[src/rtl/oled_dec_pkg.sv]
package oled_dec_pkg;
  typedef enum logic [1:0] {M_IDLE = 2'd0, M_CMD = 2'd1, M_DATA = 2'd2} mode_e;

  typedef enum logic [2:0] {
    OP_BAD, OP_NOP, OP_COL_LO, OP_COL_HI, OP_START, OP_PAGE, OP_FLAG, OP_SKIP
  } op_e;

  // index into the flag vector
  typedef enum logic [1:0] {F_MIRROR = 2'd0, F_ALLON = 2'd1, F_INV = 2'd2, F_EN = 2'd3} flag_e;

  typedef struct packed {
    op_e   kind;
    flag_e flag;
    logic  val;
  } op_t;

  localparam logic [7:0] PFX_CMD  = 8'h80;
  localparam logic [7:0] PFX_DATA = 8'h40;
endpackage

[src/rtl/oled_cmd_decode.sv]
module oled_cmd_decode
  import oled_dec_pkg::*;
(
  input  logic [7:0] opc,
  output op_t        op
);
  always_comb begin
    op.kind = OP_BAD;
    op.flag = F_MIRROR;
    op.val  = opc[0];
    if (opc[7:4] == 4'h0) begin
      op.kind = OP_COL_LO;
    end else if (opc >= 8'h10 && opc <= 8'h20) begin
      op.kind = OP_COL_HI;
    end else if (opc[7:6] == 2'b01) begin
      op.kind = OP_START;
    end else if (opc[7:4] == 4'hB) begin
      op.kind = OP_PAGE;
    end else if ((opc >= 8'hC0 && opc <= 8'hC8) || opc == 8'hE3) begin
      op.kind = OP_NOP;
    end else if (opc[7:4] == 4'hA) begin
      unique case (opc[3:1])
        3'd0: begin op.kind = OP_FLAG; op.flag = F_MIRROR; end
        3'd2: begin op.kind = OP_FLAG; op.flag = F_ALLON;  end
        3'd3: begin op.kind = OP_FLAG; op.flag = F_INV;    end
        3'd7: begin op.kind = OP_FLAG; op.flag = F_EN;     end
        3'd4: if (opc[0]) op.kind = OP_SKIP;  // 0xA9 stays unknown
              else        op.kind = OP_SKIP;  // 0xA8
        3'd6: if (opc[0]) op.kind = OP_SKIP;  // 0xAD
        default: op.kind = OP_BAD;
      endcase
      if (opc == 8'hA9) op.kind = OP_BAD;
    end else begin
      unique case (opc)
        8'h81, 8'hD3, 8'hD5, 8'hD8, 8'hD9, 8'hDA, 8'hDB: op.kind = OP_SKIP;
        default: op.kind = OP_BAD;
      endcase
    end
  end
endmodule

[src/rtl/oled_fb_port.sv]
module oled_fb_port #(
  parameter int COLS   = 132,
  parameter int PAGES  = 8,
  parameter int COL_W  = 8,
  parameter int PAGE_W = 3,
  parameter int ADDR_W = 11
) (
  input  logic              clk,
  input  logic              rst,
  input  logic              wr_req,
  input  logic [COL_W-1:0]  col,
  input  logic [PAGE_W-1:0] pg,
  input  logic [7:0]        wdata,
  input  logic              redraw_clr,
  output logic              fb_we,
  output logic [ADDR_W-1:0] fb_addr,
  output logic [7:0]        fb_wdata,
  output logic              redraw
);
  logic [ADDR_W-1:0] addr_next;

  assign addr_next = ADDR_W'(pg) * ADDR_W'(COLS) + ADDR_W'(col);

  always_ff @(posedge clk) begin
    if (rst) begin
      fb_we    <= 1'b0;
      fb_addr  <= '0;
      fb_wdata <= '0;
      redraw   <= 1'b0;
    end else begin
      fb_we <= wr_req;
      if (wr_req) begin
        fb_addr  <= addr_next;
        fb_wdata <= wdata;
      end
      if (wr_req)          redraw <= 1'b1;
      else if (redraw_clr) redraw <= 1'b0;
    end
  end
endmodule

[src/rtl/oled_byte_decoder.sv]
module oled_byte_decoder
  import oled_dec_pkg::*;
#(
  parameter int COLS    = 132,
  parameter int PAGES   = 8,
  parameter int START_W = 6
) (
  input  logic                                clk,
  input  logic                                rst,
  input  logic                                byte_vld,
  input  logic [7:0]                          byte_in,
  input  logic                                xfer_end,
  input  logic                                redraw_clr,
  output logic                                fb_we,
  output logic [$clog2(COLS*PAGES)-1:0]       fb_addr,
  output logic [7:0]                          fb_wdata,
  output logic [7:0]                          column,
  output logic [$clog2(PAGES)-1:0]            page,
  output logic [START_W-1:0]                  start_line,
  output logic                                mirror,
  output logic                                all_on,
  output logic                                inverse,
  output logic                                disp_en,
  output logic                                redraw,
  output logic                                err_pulse
);
  localparam int COL_W  = 8;
  localparam int PAGE_W = $clog2(PAGES);
  localparam int ADDR_W = $clog2(COLS*PAGES);

  mode_e      mode_q;
  logic       skip_q;
  logic [3:0] flags_q;
  op_t        op;
  logic       wr_req;

  oled_cmd_decode u_dec (.opc(byte_in), .op(op));

  assign wr_req = byte_vld && (mode_q == M_DATA) && (column < COL_W'(COLS));

  always_ff @(posedge clk) begin
    if (rst) begin
      mode_q     <= M_IDLE;
      skip_q     <= 1'b0;
      column     <= '0;
      page       <= '0;
      start_line <= '0;
      flags_q    <= '0;
      err_pulse  <= 1'b0;
    end else begin
      err_pulse <= 1'b0;
      if (byte_vld) begin
        unique case (mode_q)
          M_IDLE: begin
            if (byte_in == PFX_CMD)       mode_q <= M_CMD;
            else if (byte_in == PFX_DATA) mode_q <= M_DATA;
            else                          err_pulse <= 1'b1;
          end
          M_DATA: begin
            if (wr_req) column <= column + 1'b1;
          end
          M_CMD: begin
            if (skip_q) begin
              skip_q <= 1'b0;   // argument consumed, stay in command
            end else begin
              mode_q <= M_IDLE;
              unique case (op.kind)
                OP_COL_LO: column[3:0] <= byte_in[3:0];
                OP_COL_HI: column[7:4] <= byte_in[3:0];
                OP_START:  start_line  <= '0;
                OP_PAGE:   page        <= byte_in[PAGE_W-1:0];
                OP_FLAG:   flags_q[op.flag] <= op.val;
                OP_SKIP:   skip_q      <= 1'b1;
                OP_NOP:    ;
                default:   err_pulse   <= 1'b1;
              endcase
            end
          end
          default: mode_q <= M_IDLE;
        endcase
      end
      if (xfer_end) mode_q <= M_IDLE;
    end
  end

  assign mirror  = flags_q[F_MIRROR];
  assign all_on  = flags_q[F_ALLON];
  assign inverse = flags_q[F_INV];
  assign disp_en = flags_q[F_EN];

  oled_fb_port #(
    .COLS(COLS), .PAGES(PAGES), .COL_W(COL_W), .PAGE_W(PAGE_W), .ADDR_W(ADDR_W)
  ) u_port (
    .clk(clk), .rst(rst), .wr_req(wr_req), .col(column), .pg(page),
    .wdata(byte_in), .redraw_clr(redraw_clr),
    .fb_we(fb_we), .fb_addr(fb_addr), .fb_wdata(fb_wdata), .redraw(redraw)
  );
endmodule

[config.mk]
export PLATFORM = sky130hd
export DESIGN_NAME = oled_byte_decoder
export DESIGN_NICKNAME = d
export VERILOG_FILES = /design/src/rtl/oled_dec_pkg.sv /design/src/rtl/oled_cmd_decode.sv /design/src/rtl/oled_fb_port.sv /design/src/rtl/oled_byte_decoder.sv
export SDC_FILE = /design/constraint.sdc
export NUM_CORES = 1
export LEC_CHECK = 0
export ABC_AREA = 1
export CAP_MARGIN = 40
export CORE_MARGIN = 2
export CORE_UTILIZATION = 40
export DETAILED_ROUTE_END_ITERATION = 7
export DONT_BUFFER_PORTS = 1
export PLACE_DENSITY_LB_ADDON = 0.12
export SETUP_SLACK_MARGIN = 0.3
export SYNTH_ARGS = -nofsm -noshare
export SYNTH_HDL_FRONTEND = slang
export SYNTH_SLANG_ARGS = --single-unit
[constraint.sdc]
create_clock -name clk -period 1.9 [get_ports clk]
set_input_delay 0.285 -clock clk [delete_from_list [all_inputs] [get_ports clk]]
set_output_delay 0.285 -clock clk [all_outputs]
set_load 0.05 [all_outputs]
==> results_dict.tcl <==
set metrics [dict create \
    synth_xor_area_frac 0.0298 \
    cp_slowest_cell "fa_2" \
    diodes 0 \
    max_freq_ghz 0.604 \
    r2r_start "column[3]" \
    start_util 0.420 \
    register_area_sq_um 827 \
    syn_to_final_growth_pct 17.1 \
    powerDensity_mw_per_mm2 594 \
    max-clock-path-buffers 2 \
    cts_tree "done" \
    slew_headroom 0.639 \
    finalCritPeriodShare 0.871 \
    synth_edf_count 0 \
    drive_gt1_frac 0.206 \
    fp.dieW_um 80.7 \
    design_area_sq_mm 0.00276 \
    post_dp_cell_area_sq_mm 0.00247 \
    rows 27 \
    grt_pass1_wl_mm 10.0 \
    tns_ps 0 \
    ys_types 31 \
    antenna_found_initial 0 \
    setup_violations 0 \
    gr-total-overflow 0 \
    clockPowerShare 0.416 \
    cp_max_fo 4 \
    vias 2180 \
    grt_pass1_vias 2076 \
    fillers 579 \
    cts_made_buffers 5 \
    synth_top_flop_cell "dfxtp_1" \
    p_comb_frac 0.072 \
    coreArea_sq_mm 0.00561 \
    synthCells 355 \
    place_hpwl_mm 4.45 \
    clkTransAtPathRegs_ps 80 \
    ys_seq_area_frac 0.340 \
    fin_util 0.491 \
    swShare 0.242 \
    clock_latency_ps 290 \
    multi_input_area_sq_mm 0.00139 \
    fin_nets 387 \
    cp.arrival_ps 1840 \
    gp_congestion 0.798 \
    p_int_uw 1240 \
    ant_nets 0 \
    leakagePower_uw 0.00119 \
    placed_cells 424 \
    die_area_sq_mm 0.00651 \
    cts_sinks 40 \
    hold_violations 0 \
    cts-htree-levels 2 \
    startpoint_type "flop" \
    crit_family "adder cells" \
    muxShareOfSynthArea 0 \
    cp_cell_sequence "clkinvlp_4 -> fa_2 -> o21ai_4 -> a31o_4 -> xor2_1 -> a21oi_1" \
    ys_warn_count 0 \
    worstHoldStart "rst" \
    status "completed" \
    fin_skew_ps 7.28 \
    worst_pin_slew_ps 541 \
    maxCapViolCount 0 \
    grt_max_degree 35 \
    cts_root_buf "clkbuf_8" \
    synth_compound_area_frac 0.176 \
    final_max_slew_viol_count 0 \
    fin_cells 441 \
    synth-simple-area-share 0.300 \
    io_pins 56 \
    max_stage_delay_ps 440 \
    setup.worst_path.start "column[3]" \
    syn_area_sq_mm 0.00235 \
    p_sw_uw 396 \
    die-height_um 80.7 \
    drtIter0Drc 89 \
    power_frac_seq 0.513 \
    dr.pass1.iters 4 \
    rsz0062_at_grt "yes" \
    vias_per_cell 4.94 \
    synth_adder_area_share 0.0351 \
    ctsHoldBuffers 0 \
    ys_seq_elements 40 \
    hold_path_class "input port to flop" \
    drc 0 \
    track_usage 0.197 \
    wirelength_mm 6.11 \
    cp_num_buf_inv 1 \
    endpoint_kind "flop" \
    setup.worst_path.class "flop to flop" \
    synth.avg_cell_area_sq_um 6.63 \
    period_minus_slack_ps 1660 \
    ir_drop_uv 614 \
    port_buffers 0 \
    synth_top_family_by_area "simple AND/OR/NAND/NOR gates" \
    worstPathRequired_ps 2080 \
    detail_route.wl_per_cell_um 13.9 \
    async_reset_ff_frac 0 \
]
## what timing repair did
item | in CTS | in global routing
pin swaps | 7 | 10
endpoints found under the setup margin | 23 | 30
resized for setup | 4 | 31
buffers inserted | 5 | 4
## power by group through the flow
stage	combinational [uW]	sequential (uW)	clock, uW
final	117	840	681
after global routing	134	840	735
after CTS	115	840	710
after detailed placement	115	860	0
after global placement	114	859	0
after floorplan	121	860	0
## routing by layer
metal  routed length [um]  part of all wire  global-route usage  vias up
met5                    0                 0                   0        -
met4                   59            0.0097              0.0441        0
li1                     -                 -                   -     1166
met3                  549             0.090              0.0596        7
met2                 2730              0.45               0.324       71
met1                 2780              0.45               0.255      936
## cells in the mapped netlist (5+ instances only)
cell type,instances,area [sq um]
nand2_1,76,285
nor2_1,43,161
dfxtp_1,40,801
a21oi_1,37,185
o21ai_0,35,175
inv_1,32,120
nand3_1,17,85.1
buf_4,11,82.6
inv_2,8,30.0
xor2_1,8,70.1
ha_1,5,62.6
nor2_2,5,31.3
nor3_1,5,25.0
## worst paths after layout
| check | slack (ps) | cells past startpoint | to |
|---|---|---|---|
| setup reg to reg | 240 | 6 | u_port.fb_addr[8] |
| hold / removal | 40 | 1 | page[2] |
| setup / recovery | 240 | 6 | u_port.fb_addr[8] |
| hold reg to reg | 520 | 2 | page[1] |
## metrics by stage
step,hold WS [ps],power (uW),setup WS [ps]
final,43.6,1640,244
after floorplan,362,981,262
after CTS,31.9,1660,212
after global routing,29.5,1710,154
after global placement,350,973,211
after detailed placement,349,974,210
## cell usage in the layout, fill, tap and decap left out, types with 8 or more instances in the layout
cell / Yosys / routed
nand2_1: 76 / 74
dfxtp_1: 40 / 31
o21ai_0: 35 / 26
nand3_1: 17 / 17
a21oi_1: 37 / 35
nor2_1: 43 / 42
inv_1: 32 / 29
xor2_1: 8 / 8
inv_2: 8 / 8
buf_4: 11 / 16
## sequential cells by signal (all words and copies together), names as in the netlist
register,cells
column,8
err_pulse,1
flags_q,4
mode_q,2
page,3
skip_q,1
u_port.fb_addr,11
u_port.fb_wdata,8
u_port.fb_we,1
u_port.redraw,1
## cell families after synthesis
kind of cell	after synthesis
and+or+nand+nor	160
AOI/OAI and AO/OA	80
buffers and inverters	60
DFF	40
xor gates and xnor gates	8
adders and majority gates	6
other	1
## final cells by class
cell class              count  share of cell area
inverters                  41              0.0627
repair buffers             20              0.0599
multi-input cells         260               0.506
well taps                  72              0.0327
clock buffers               5              0.0250
flip-flops and latches     40               0.300
clock inverters             3              0.0136
No activity file was read; power rests on OpenSTA's default activity.
